## config.mk

```make
export PLATFORM = sky130hd
export DESIGN_NAME = core_plane
export DESIGN_NICKNAME = d
export VERILOG_FILES = /design/src/rtl/core_plane_pkg.sv /design/src/rtl/core_drive_decode.sv /design/src/rtl/core_cell_array.sv /design/src/rtl/core_sense_unit.sv /design/src/rtl/core_plane.sv
export SDC_FILE = /design/constraint.sdc
export NUM_CORES = 1
export LEC_CHECK = 0
export BUFFER_PORTS_ARGS = -buffer_cell sky130_fd_sc_hd__buf_2
export CAP_MARGIN = 10
export CORE_UTILIZATION = 52
export CTS_CLUSTER_DIAMETER = 150
export DETAILED_ROUTE_END_ITERATION = 8
export PLACE_DENSITY = 0.69
export SETUP_SLACK_MARGIN = 0.02
export SLEW_MARGIN = 15
export SYNTH_ARGS = -nofsm -noshare
export SYNTH_HDL_FRONTEND = slang
export SYNTH_SLANG_ARGS = --single-unit
```

## constraint.sdc

```tcl
create_clock -name clk -period 14.3 [get_ports clk]
set_input_delay 0.715 -clock clk [delete_from_list [all_inputs] [get_ports clk]]
set_output_delay 0.715 -clock clk [all_outputs]
set_load 0.05 [all_outputs]
```

## src/rtl/core_plane_pkg.sv

```systemverilog
// Package: shared types for the core plane model.
// Assumes: nothing beyond IEEE 1800-2017.
package core_plane_pkg;

    // Operation resolved from one cycle of drive inputs
    typedef enum logic [1:0] {
        OP_IDLE        = 2'd0,  // no full select, or rejected drive
        OP_CLEAR       = 2'd1,  // toward zero on the selected cell
        OP_SET         = 2'd2,  // toward one, not inhibited
        OP_SET_BLOCKED = 2'd3   // toward one, held back by inhibit
    } plane_op_t;

endpackage

```

## src/rtl/core_drive_decode.sv

```systemverilog
// Module: core_drive_decode
// Turns the X/Y drive lines, their directions and the shared line controls
// into one plane operation plus an error flag for the cycle.
// Assumes: a full select needs exactly one X and one Y line; purely combinational.
module core_drive_decode
    import core_plane_pkg::*;
#(
    parameter int NX = 16,
    parameter int NY = 16
) (
    input  logic [NX-1:0] x_drv,
    input  logic [NX-1:0] x_dir,
    input  logic [NY-1:0] y_drv,
    input  logic [NY-1:0] y_dir,
    input  logic          role_inhibit,
    input  logic          inhibit,
    output plane_op_t     op,
    output logic          err
);

    logic x_one, y_one, x_many, y_many;
    logic x_way, y_way, full_sel, agree, inh_bad;

    // Classify the drive pattern and take the direction of the driven lines
    always_comb begin
        x_one    = $onehot(x_drv);
        y_one    = $onehot(y_drv);
        x_many   = !$onehot0(x_drv);
        y_many   = !$onehot0(y_drv);
        x_way    = |(x_drv & x_dir);
        y_way    = |(y_drv & y_dir);
        full_sel = x_one && y_one;
        agree    = (x_way == y_way);
        inh_bad  = inhibit && (!role_inhibit || (full_sel && agree && !x_way));
        err      = x_many || y_many || inh_bad;
    end

    // Resolve the operation the cell array must apply
    always_comb begin
        op = OP_IDLE;
        if (!err && full_sel && agree) begin
            if (x_way) begin
                op = (role_inhibit && inhibit) ? OP_SET_BLOCKED : OP_SET;
            end else begin
                op = OP_CLEAR;
            end
        end
    end

endmodule

```

## src/rtl/core_cell_array.sv

```systemverilog
// Module: core_cell_array
// The grid of storage cells. A cell updates only at the crossing of its X and
// Y lines under a set or clear operation. Also reports the old value of the
// crossed cell.
// Assumes: op is OP_IDLE whenever the drive lines are not one-hot.
module core_cell_array
    import core_plane_pkg::*;
#(
    parameter int NX = 16,
    parameter int NY = 16,
    localparam int NCELL = NX * NY
) (
    input  logic             clk,
    input  logic             rst_n,
    input  logic [NX-1:0]    x_drv,
    input  logic [NY-1:0]    y_drv,
    input  plane_op_t        op,
    output logic [NCELL-1:0] cells,
    output logic             was_one
);

    logic [NCELL-1:0] hit;

    for (genvar gy = 0; gy < NY; gy++) begin : g_row
        for (genvar gx = 0; gx < NX; gx++) begin : g_col
            localparam int IDX = gy * NX + gx;

            // Coincidence: this cell sees both of its lines driven
            assign hit[IDX] = x_drv[gx] & y_drv[gy];

            // Cell state: set or clear only under a full select
            always_ff @(posedge clk) begin
                if (!rst_n) begin
                    cells[IDX] <= 1'b0;
                end else if (hit[IDX] && op == OP_SET) begin
                    cells[IDX] <= 1'b1;
                end else if (hit[IDX] && op == OP_CLEAR) begin
                    cells[IDX] <= 1'b0;
                end
            end
        end
    end

    // Old value of the crossed cell, valid under a full select
    always_comb was_one = |(cells & hit);

endmodule

```

## src/rtl/core_sense_unit.sv

```systemverilog
// Module: core_sense_unit
// Registers the sense pulse and the error flag. A pulse needs a clear of a
// cell that held 1 while the shared line is in sense role.
// Assumes: the decoder never issues OP_CLEAR in an error cycle.
module core_sense_unit
    import core_plane_pkg::*;
(
    input  logic      clk,
    input  logic      rst_n,
    input  plane_op_t op,
    input  logic      was_one,
    input  logic      role_inhibit,
    input  logic      err_in,
    output logic      sense,
    output logic      drive_err
);

    // Register the one-cycle sense pulse and the error flag
    always_ff @(posedge clk) begin
        if (!rst_n) begin
            sense     <= 1'b0;
            drive_err <= 1'b0;
        end else begin
            sense     <= (op == OP_CLEAR) && was_one && !role_inhibit;
            drive_err <= err_in;
        end
    end

endmodule

```

## src/rtl/core_plane.sv

```systemverilog
// Module: core_plane (top)
// One bit plane of a coincident-current store: decode, cell grid and
// sense/error registers.
// Assumes: synchronous active-low reset; NX, NY >= 2.
module core_plane
    import core_plane_pkg::*;
#(
    parameter int NX = 16,
    parameter int NY = 16
) (
    input  logic          clk,
    input  logic          rst_n,
    input  logic [NX-1:0] x_drv,
    input  logic [NX-1:0] x_dir,
    input  logic [NY-1:0] y_drv,
    input  logic [NY-1:0] y_dir,
    input  logic          role_inhibit,
    input  logic          inhibit,
    output logic          sense,
    output logic          drive_err
);

    localparam int NCELL = NX * NY;

    plane_op_t        op;
    logic             err_c;
    logic             was_one;
    logic [NCELL-1:0] cell_q;

    core_drive_decode #(.NX(NX), .NY(NY)) decode_i (
        .x_drv        (x_drv),
        .x_dir        (x_dir),
        .y_drv        (y_drv),
        .y_dir        (y_dir),
        .role_inhibit (role_inhibit),
        .inhibit      (inhibit),
        .op           (op),
        .err          (err_c)
    );

    core_cell_array #(.NX(NX), .NY(NY)) array_i (
        .clk     (clk),
        .rst_n   (rst_n),
        .x_drv   (x_drv),
        .y_drv   (y_drv),
        .op      (op),
        .cells   (cell_q),
        .was_one (was_one)
    );

    core_sense_unit sense_i (
        .clk          (clk),
        .rst_n        (rst_n),
        .op           (op),
        .was_one      (was_one),
        .role_inhibit (role_inhibit),
        .err_in       (err_c),
        .sense        (sense),
        .drive_err    (drive_err)
    );

endmodule

```

# Word level (Yosys, flattened, before mapping)
# Index checks and enable logic that the tools add are counted.
# word_totals
reg_bits	258
input_bits	68
# classes
addsub	30
order_cmp	2
eq_ne	5
mux	515
bitwise	259
n_reduce_logical	788
# op_table
op	count
logical AND 1 bit	521
2-to-1 mux 1 bit	513
nonzero test 2 bit	256
AND 1 bit	256
AND 256 bit	1
OR reduction 256 bit	1
adder 5 bit	13
adder 1 x 1 -> 2 bit	16
AND 16 bit	2
OR reduction 16 bit	2
== test 5 x 1 -> 1 bit, second input constant	2
less-or-equal comparator 5 x 1 -> 1 bit, second input constant	2
adder 2 x 5 -> 5 bit	1
zero test 1 bit	5
2-to-1 mux 2 bit	2
logical OR 1 bit	3
== test 2 x 1 -> 1 bit, second input constant	1
== test 2 bit, second input constant	1
== test 1 bit	1

# Longest topological paths before layout
# Gate-level depths: netlist (run 1).
# logic_depth
depth_word	19
depth_mapped	20

# Cells and area by module
# Synthesis (run 1) repeated with hierarchy kept, for this count alone.
# unflattened
hier_cells	2142
area_unflattened_um2	15115.7
# modules_own_cells
mod	n_inst	cells_per_inst	area_each_um2	seq_area_each_um2
core_cell_array	1	2009	13899.6	5124.9
core_drive_decode	1	128	1157.4	0.0
core_sense_unit	1	5	58.8	40.0

# Least setup slack after synthesis (run 1)
# Ideal clock, no wire load.
# synth_path
path_kind	input to register
startpoint	input y_drv[14]
endpoint	register array_i.cells[120]
setup_time_ns	0.128
t_arrival_ns	5.622
t_required_ns	14.172
path_slack_ns	8.551
cell_stages	19
path_buffers	2
path_cell_list	ha_1 > inv_1 > fa_1 > inv_1 > fa_1 > fa_1 > inv_1 > fa_1 > inv_1 > ha_1 > fa_1 > or4_4 > nor3_4 > nand4_4 > buf_6 > or3_4 > buf_6 > o211ai_1 > o21ai_1
# synth_between
elab_chain_len	18
word_cells_on_any_way	27
cone_classes	add/sub (4); order compare (1); eq/ne (4); mux (2); bitwise (1); reduce/logical (15)
# synth_lines
element	line_no	text
start, declared	core_plane.sv:15	input logic [NY-1:0] y_drv,
branches (longest 13 deep; another with adder 5 bit)	-	
logical AND 1 bit *	core_drive_decode.sv:41	if (!err && full_sel && agree) begin
2-to-1 mux 2 bit *	core_drive_decode.sv:41	
== test 2 bit or == test 2 x 1 -> 1 bit (tied branches)	core_cell_array.sv:35, core_cell_array.sv:37	
logical AND 1 bit (on tied branches)	core_cell_array.sv:35, core_cell_array.sv:37	
2-to-1 mux 1 bit or nonzero test 2 bit (tied branches)	-	
end signal, assigned by index	core_cell_array.sv:34	cells[IDX] <= 1'b0;
end signal, assigned by index	core_cell_array.sv:36	cells[IDX] <= 1'b1;
end signal, assigned by index	core_cell_array.sv:38	cells[IDX] <= 1'b0;
end, declared	core_cell_array.sv:18	output logic [NCELL-1:0] cells,
# Every way passes the cells marked *.
# A chain may end at the register's enable or synchronous reset.

# Worst setup path in the final report (run 1)
# layout_path
startpoint	input y_drv[14]
endpoint	register array_i.cells[145]
# Same word-level chain as after synthesis.

==> results of run 1 <==
## routing by layer
| layer | share of wire | global-route usage |
|---|---|---|
| met5 | 0 | 0 |
| met4 | 0.047 | 0.167 |
| met1 | 0.39 | 0.479 |
| met2 | 0.44 | 0.559 |
| met3 | 0.12 | 0.0688 |
## flip-flops by register name, summed over array words and instances, names as in the netlist
register / flops
array_i.cells: 256
sense_i.sense: 1
sense_i.drive_err: 1
## how the worst min path moves through the flow
stage | to | slack (ns) | depth (start not counted)
floorplan | array_i.cells[47]$_SDFFE_PN0P_ | 0.46 | 2
global placement | array_i.cells[7]$_SDFFE_PN0P_ | 0.48 | 2
detailed placement | array_i.cells[7]$_SDFFE_PN0P_ | 0.48 | 2
CTS | sense_i.sense$_SDFF_PN0_ | 0.46 | 3
global route | sense_i.sense$_SDFF_PN0_ | 0.47 | 3
finish | sense_i.sense$_SDFF_PN0_ | 0.48 | 3
## area by class of cell
type	instances	area, um^2	share of cell area
inverter	62	233	0.0159
clock buffer	42	885	0.0603
tap	330	413	0.0281
timing repair buffer	104	614	0.0419
multi-input combinational	1135	7280	0.496
sequential	258	5160	0.352
clock inverter	10	81.3	0.00554
## through the flow
step                      setup WS [ns]   util  area (um^2)  hold WS [ns]
after floorplan                    8.55      -        13500         0.462
final                              7.57  0.579        14700         0.481
after detailed placement           7.08  0.541        13700         0.484
after global routing               7.30  0.579        14700         0.474
after CTS                          7.61  0.579        14700         0.455
after global placement             7.19  0.541        13700         0.475
## cells in the mapped netlist (2+ instances only)
cell type  number
nand2_1       262
dfxtp_1       258
a21o_1        228
a21oi_1       139
clkbuf_1      130
a31oi_1       107
nand3_1        81
a22oi_1        63
inv_1          62
buf_2          23
fa_1           22
ha_1           22
nand4_1        21
o211ai_1       21
o21ai_1        20
o22ai_1        20
buf_4          18
a22o_1         17
a222oi_1       15
and2_1         14
nor4_1         10
nor3_1          9
a221oi_1        8
nor4_4          8
o21ai_0         8
buf_1           7
buf_6           7
nor2_1          7
a211oi_1        5
mux2i_1         4
and2_2          3
nand3b_1        3
a2111oi_0       2
nand4_4         2
nor2b_1         2
## power groups by stage
| stage | logic [mW] | registers, mW | clock network (mW) |
|---|---|---|---|
| 2_1_floorplan | 0.186 | 0.754 | 0 |
| 3_3_place_gp | 0.263 | 0.754 | 0 |
| 3_5_place_dp | 0.271 | 0.754 | 0 |
| 4_1_cts | 0.273 | 0.738 | 0.751 |
| 5_1_grt | 0.304 | 0.739 | 0.780 |
| 6_report | 0.277 | 0.738 | 0.750 |
## worst max-delay path, stage by stage
cell and delay (ns):
buf_2 0.51, ha_1 0.26, inv_1 0.07, fa_1 0.53, inv_1 0.06, fa_1 0.50, fa_1 0.55, inv_1 0.06
fa_1 0.54, inv_1 0.04, ha_1 0.22, fa_1 0.43, or4_4 0.43, nor3_4 0.18, nand4_4 0.45, nor2b_1 0.48
nand3_1 0.76, o21ai_1 0.37
## cell families after synthesis
family                   Yosys count  share of synthesized area
AND/OR/NAND/NOR                  431                      0.155
multiplexers                       4                    0.00296
AO/OA/AOI/OAI                    656                      0.327
buffers and inverters            247                     0.0796
flip-flops                       258                      0.382
adder cells (fa/ha/maj)           44                     0.0529
==> impl_metrics.json, run 1 <==
{
  "status": "completed",
  "ys_async_sr_fraction": 0,
  "power_density_nw_per_um2": 120,
  "hold_violations": 0,
  "ant_nets": 0,
  "gp_congestion": 0.923,
  "r2r_cells": 6,
  "drt_iter0_drc": 1796,
  "max-vdd-ir-drop_mv": 0.0914,
  "placed_cells": 1889,
  "grt_overflow_total": 0,
  "grt_setup_unrepaired": "no",
  "drive_gt1_frac": 0.107,
  "cp.arrival_ns": 7.19,
  "ys_ff_latch": 258,
  "row_count": 58,
  "synth-edff-count": 0,
  "finalCritPeriodShare": 0.470,
  "grt.total_usage": 0.359,
  "post_drt_via_cell_ratio": 6.71,
  "share_comb_of_total_power": 0.157,
  "syn_nets": 1752,
  "synth_area_um2": 13500,
  "port_buffers": 69,
  "dieArea_um2": 26600,
  "crit_path_start_kind": "input pin",
  "synth.area.top_cells": "dfxtp_1, a21o_1, nand2_1, a21oi_1, a31oi_1",
  "internal_power_mw": 1.27,
  "cts_resized": 0,
  "die_h_um": 163,
  "grt_pass1_vias": 12044,
  "final_common_cell": "nand2_1",
  "max_freq_ghz": 0.149,
  "critPathKind": "in -> reg",
  "cts_setup_buffers": 0,
  "drc_errors": 0,
  "synth.distinct_cells": 47,
  "clk_pin_slew_ns": 0.06,
  "leakage_nw": 7.56,
  "p_total_mw": 1.77,
  "hp-start": "role_inhibit",
  "wl_per_cell_um": 24.8,
  "endpoint": "array_i.cells[145]$_SDFFE_PN0P_",
  "r2r_start": "array_i.cells[20]$_SDFFE_PN0P_",
  "drt_pass1_iterations": 6,
  "cts_hold_buf": 0,
  "core-area_um2": 25300,
  "r2r_end": "sense_i.sense$_SDFF_PN0_",
  "grt_max_degree": 96,
  "hpwl_mm": 28.3,
  "grt_pass1_wl_mm": 72.5,
  "required_ns": 14.76,
  "fin_skew_ns": 0.0114,
  "cp-end-kind": "flip-flop",
  "die_w_um": 163,
  "worst_slew_pin_slew_ns": 1.23,
  "clk_latency_ns": 0.56,
  "fin_cells": 1941,
  "cp_max_fo": 29,
  "rrSetupSlack_ns": 11.52,
  "drv_cap": 0,
  "power_frac_clock": 0.425,
  "clock-sinks": 258,
  "hold_class": "in -> reg",
  "drv_slew": 0,
  "startpoint": "y_drv[14]",
  "cts_root_buf": "clkbuf_16",
  "ys_warn_count": 0,
  "io-pin-count": 70,
  "vias": 13016,
  "antenna_found_initial": 0,
  "ys.flop_type": "dfxtp_1",
  "setup_viol": 0,
  "p_sw_mw": 0.498,
  "start_util": 0.534,
  "cts-buffers-inserted": 29,
  "p_sw_frac": 0.282,
  "tns_ns": 0,
  "ys_seq_area_frac": 0.382,
  "syn_to_final_growth_pct": 8.55,
  "syn_inst": 1640,
  "cts_buffer_depth": 3,
  "n_antenna_cell": 0,
  "synth_top_cell_area_share": 0.382,
  "syn_area_per_cell_um2": 8.24,
  "h-tree-depth": 1,
  "wirelength_mm": 48.1,
  "cts_tree": "done",
  "fin_nets": 1702,
  "synth_area_leader_cell": "dfxtp_1",
  "p_seq_frac": 0.418,
  "fillers": 2277,
  "fin_crit_ns": 6.73,
  "maxSlewHeadroom": 0.171,
  "layout_common_cells": "nand2_1, dfxtp_1, a21o_1, a21oi_1, a31oi_1"
}
Note: power is estimated with default switching activity, not from simulation.
==> run 2, diff against run 1 <==
Settings changed: PLACE_DENSITY 0.69 to 0.72.
Clock period 14.3 ns to 6 ns, I/O delays scaled along.
==> impl_metrics.json, run 2 (synthesized netlist as in run 1, its figures left out) <==
{
  "status": "completed",
  "io-pin-count": 70,
  "grt.total_usage": 0.359,
  "largest_register": "array_i.cells",
  "r2r_start": "array_i.cells[30]$_SDFFE_PN0P_",
  "wl_met3_mm": 5.89,
  "cp_max_fo": 16,
  "cp-end-kind": "flip-flop",
  "h-tree-depth": 1,
  "setup_viol": 0,
  "max-vdd-ir-drop_mv": 0.219,
  "post_drt_via_cell_ratio": 6.76,
  "drt_pass1_iterations": 6,
  "routed.top_layer": "met4",
  "maxSlewHeadroom": 0.224,
  "syn_to_final_growth_pct": 11.2,
  "cts-buffers-inserted": 28,
  "clk_pin_slew_ns": 0.06,
  "r2r_cells": 6,
  "vias": 13400,
  "wl_met1_mm": 18.8,
  "cts_hold_buf": 0,
  "cp.arrival_ns": 5.63,
  "critPathSlowestCell": "and4bb_2",
  "finalCritPeriodShare": 0.856,
  "reg.largest.list": "array_i.cells x256, sense_i.drive_err x1, sense_i.sense x1",
  "cts_root_buf": "clkbuf_16",
  "grt_pass1_vias": 12413,
  "grt_pass1_wl_mm": 72.9,
  "cts_buffer_depth": 3,
  "row_count": 58,
  "wirelength_mm": 48.0,
  "fillers": 2233,
  "layout_common_cells": "nand2_1, dfxtp_1, a21o_1, a21oi_1, a31oi_1",
  "die_h_um": 163,
  "wl_per_cell_um": 24.2,
  "fin_crit_ns": 5.13,
  "leakage_nw": 7.77,
  "hold_violations": 0,
  "drc_errors": 0,
  "cts_resized": 0,
  "drive_gt1_frac": 0.127,
  "hold_class": "in -> reg",
  "cpPeakStageDelay_ns": 0.56,
  "clk_latency_ns": 0.56,
  "crit_buf_inv": 6,
  "die_w_um": 163,
  "rrSetupSlack_ns": 3.42,
  "holdPathStages": 3,
  "wl_met2_mm": 20.6,
  "r2r_end": "sense_i.sense$_SDFF_PN0_",
  "cts_tree": "done",
  "drt_iter0_drc": 1950,
  "ant_nets": 0,
  "largest_reg_flops": 256,
  "critical_path.top_delay_family": "adder cells",
  "grt_setup_unrepaired": "no",
  "required_ns": 6.50,
  "gp_congestion": 0.912,
  "start_util": 0.534,
  "tns_ns": 0,
  "crit_path_start_kind": "input pin",
  "critPathKind": "in -> reg",
  "fin_nets": 1741,
  "hp-start": "role_inhibit",
  "drv_slew": 0,
  "antenna_found_initial": 3,
  "dieArea_um2": 26600,
  "power_density_nw_per_um2": 276,
  "hpwl_mm": 29.6,
  "final_common_cell": "nand2_1",
  "fin_skew_ns": 0.0183,
  "p_total_mw": 4.15,
  "worst_slew_pin_slew_ns": 1.16,
  "cts_setup_buffers": 0,
  "max_freq_ghz": 0.195,
  "drv_cap": 0,
  "min_to": "sense_i.sense$_SDFF_PN0_",
  "path_cells": "buf_2 -> ha_1 -> inv_1 -> fa_1 -> inv_1 -> fa_1 -> fa_1 -> inv_1 -> fa_1 -> inv_1 -> ha_1 -> fa_1 -> or4_4 -> nor3_4 -> nand4_4 -> and4bb_2 -> and2_1 -> buf_4 -> a21o_1",
  "core-area_um2": 25300,
  "clock-sinks": 258,
  "grt_max_degree": 150,
  "cpMostUsedCell": "fa_1",
  "port_buffers": 69,
  "grt_overflow_total": 0
}
## run 2: changes by cell type in the layout (fill, tap and decap cells not counted), moves of 2 or more
| cell | previous run | this run |
|---|---|---|
| buf_12 | 0 | 8 |
| buf_4 | 35 | 67 |
| clkbuf_1 | 2 | 4 |
| diode_2 | 0 | 2 |
## run 2: worst min-delay path, cell delays in order
cell	delay (ns)
buf_2	0.09
nand3b_1	0.10
a21oi_1	0.04
## run 2: stage by stage
step	instances	worst slack, ns	area, um^2	hold WS (ns)	util
after global routing	1983	0.613	15000	0.0808	0.594
final	1983	0.866	15000	0.0230	0.594
after detailed placement	1929	0.313	14100	0.486	0.557
after CTS	1981	0.858	15000	0.0233	0.593
after global placement	1929	0.366	14100	0.475	0.557
after floorplan	1640	0.666	13500	0.462	-
## run 2: power breakdown
group,switching (mW),internal [mW]
combinational,0.445,0.224
clock,0.735,0.980
sequential,0.0190,1.74
## run 2: final cells by class
class	instances	area, um^2	area share
multi-input combinational	1135	7280	0.485
sequential	258	5160	0.344
timing repair buffer	144	1010	0.0675
clock buffer	42	853	0.0568
tap	330	413	0.0275
inverter	62	233	0.0155
clock inverter	10	63.8	0.00425
antenna	2	5.00	0.000333
## run 2: how the worst max path moves through the flow
stage | startpoint | end | slack, ns | cells after the start
3_3_place_gp | y_drv[15] | array_i.cells[162]$_SDFFE_PN0P_ | 0.37 | 18
4_1_cts | y_drv[15] | array_i.cells[178]$_SDFFE_PN0P_ | 0.86 | 18
5_1_grt | y_drv[15] | array_i.cells[151]$_SDFFE_PN0P_ | 0.61 | 19
2_1_floorplan | y_drv[14] | array_i.cells[120]$_SDFFE_PN0P_ | 0.67 | 19
6_report | y_drv[15] | array_i.cells[215]$_SDFFE_PN0P_ | 0.87 | 19
3_5_place_dp | y_drv[15] | array_i.cells[178]$_SDFFE_PN0P_ | 0.31 | 18
## run 2: per-layer routing
| metal | up-vias | GRT usage |
|---|---|---|
| met4 | 0 | 0.196 |
| li1 | 5904 | - |
| met5 | - | 0 |
| met3 | 198 | 0.0736 |
| met2 | 934 | 0.548 |
| met1 | 6364 | 0.474 |
==> run 3, diff against run 2 <==
Settings changed: PLACE_DENSITY 0.72 to 0.8.
==> impl_metrics.json, run 3 (synthesized netlist as in run 1, its figures left out) <==
{
  "p_sw_frac": 0.281,
  "status": "completed",
  "worst_slew_pin_slew_ns": 0.995,
  "setup_viol": 0,
  "required_ns": 6.50,
  "syn_to_final_growth_pct": 11.5,
  "fin_nets": 1742,
  "cts_root_buf": "clkbuf_16",
  "n_antenna_cell": 0,
  "wl_per_cell_um": 23.1,
  "p_sw_mw": 1.18,
  "critPathKind": "in -> reg",
  "cts_hold_buf": 0,
  "max-vdd-ir-drop_mv": 0.236,
  "layout_common_cells": "nand2_1, dfxtp_1, a21o_1, a21oi_1, a31oi_1",
  "io-pin-count": 70,
  "power_frac_clock": 0.423,
  "cp-end-kind": "flip-flop",
  "grt_overflow_total": 0,
  "cts-buffers-inserted": 27,
  "fin_hold_ws_ns": 0.0738,
  "max_freq_ghz": 0.188,
  "seqCellArea_um2": 5160,
  "ant_nets": 0,
  "grt_setup_unrepaired": "no",
  "gp_congestion": 0.898,
  "hp-start": "inhibit",
  "r2r_cells": 6,
  "hold_violations": 0,
  "grt_pass1_vias": 12249,
  "h-tree-depth": 1,
  "holdPathStages": 3,
  "drv_slew": 0,
  "fin_crit_ns": 5.32,
  "rrSetupSlack_ns": 3.38,
  "fin_cells": 1980,
  "internal_power_mw": 3.03,
  "r2r_end": "sense_i.sense$_SDFF_PN0_",
  "dieArea_um2": 26600,
  "largest_register": "array_i.cells",
  "drt_pass1_iterations": 7,
  "core-area_um2": 25300,
  "grt_pass1_wl_mm": 69.5,
  "die_w_um": 163,
  "final_common_cell": "nand2_1",
  "fillers": 2152,
  "cts_buffer_depth": 3,
  "clk_pin_slew_ns": 0.07,
  "drive_gt1_frac": 0.127,
  "die_h_um": 163,
  "cp_max_fo": 14,
  "cts_resized": 0,
  "cts_setup_buffers": 0,
  "grt.total_usage": 0.339,
  "start_util": 0.534,
  "cp.arrival_ns": 5.82,
  "drv_cap": 0,
  "drc_errors": 0,
  "hpwl_mm": 28.0,
  "clock-sinks": 258,
  "hold_class": "in -> reg",
  "antenna_found_initial": 0,
  "port_buffers": 69,
  "vias": 13350,
  "share_comb_of_total_power": 0.158,
  "row_count": 58,
  "p_seq_frac": 0.419,
  "fin_skew_ns": 0.00852,
  "r2r_start": "array_i.cells[127]$_SDFFE_PN0P_",
  "tns_ns": 0,
  "reg.largest.list": "array_i.cells x256, sense_i.drive_err x1, sense_i.sense x1",
  "min_to": "sense_i.drive_err$_SDFF_PN0_",
  "placed_cells": 1931,
  "wirelength_mm": 45.8,
  "drt_iter0_drc": 2118,
  "p_total_mw": 4.20,
  "crit_path_start_kind": "input pin",
  "maxSlewHeadroom": 0.336,
  "cts_tree": "done",
  "largest_reg_flops": 256,
  "leakage_nw": 7.78,
  "post_drt_via_cell_ratio": 6.74,
  "power_density_nw_per_um2": 279,
  "multi_input_area_um2": 7280,
  "grt_max_degree": 96,
  "finalCritPeriodShare": 0.887,
  "clk_latency_ns": 0.56
}
run 3: changes by cell type in the layout (fill, tap and decap cells not counted):
cell	delta
buf_4	+2
bufinv_16	+3
clkbuf_16	-1
clkbuf_8	-2
clkinv_2	-4
clkinv_8	-1
clkinvlp_4	+1
diode_2	-2
inv_16	+1
run 3: per-layer routing:
layer / routed length, um / track usage
met1: 17300 / 0.445
met2: 20100 / 0.523
met3: 5880 / 0.0691
met4: 2570 / 0.183
met5: 0 / 0
run 3: through the flow:
| stage | util | instance area, um^2 | setup slack [ns] |
|---|---|---|---|
| after floorplan | - | 13500 | 0.666 |
| after global placement | 0.558 | 14100 | 0.264 |
| after detailed placement | 0.558 | 14100 | 0.192 |
| after CTS | 0.595 | 15100 | 0.758 |
| after global routing | 0.595 | 15100 | 0.559 |
| final | 0.595 | 15100 | 0.678 |
run 3: area by class of cell:
type                            count  area share
Inverter                           62      0.0154
Sequential cell                   258       0.343
Tap cell                          330      0.0274
Clock buffer                       39      0.0531
Multi-Input combinational cell   1135       0.483
Timing Repair Buffer              146      0.0683
Clock inverter                     10     0.00963
run 3: how the worst max path moves through the flow:
stage | startpoint | end | slack (ns) | cells after the start
floorplan | y_drv[14] | array_i.cells[120]$_SDFFE_PN0P_ | 0.67 | 19
global placement | y_drv[15] | array_i.cells[190]$_SDFFE_PN0P_ | 0.26 | 20
detailed placement | y_drv[15] | array_i.cells[126]$_SDFFE_PN0P_ | 0.19 | 20
CTS | y_drv[15] | array_i.cells[126]$_SDFFE_PN0P_ | 0.76 | 20
global route | y_drv[15] | array_i.cells[14]$_SDFFE_PN0P_ | 0.56 | 20
finish | y_drv[15] | array_i.cells[126]$_SDFFE_PN0P_ | 0.68 | 20
run 3: power by group through the flow:
stage          Clock, mW  Combinational [mW]  Sequential, mW
3_5_place_dp           0               0.650            1.80
2_1_floorplan          0               0.443            1.80
3_3_place_gp           0               0.628            1.80
6_report            1.78               0.665            1.76
4_1_cts             1.78               0.655            1.76
5_1_grt             1.84               0.728            1.76
run 3: critical path: stages:
cell and delay (ns):
buf_2 0.14, ha_1 0.28, inv_1 0.05, fa_1 0.53
inv_1 0.06, fa_1 0.44, fa_1 0.52, inv_1 0.06
fa_1 0.54, inv_1 0.04, ha_1 0.22, fa_1 0.43
or4_4 0.43, nor3_4 0.20, nand4_4 0.12, and4bb_2 0.70
buf_4 0.20, and2_1 0.18, buf_4 0.24, a21o_1 0.14
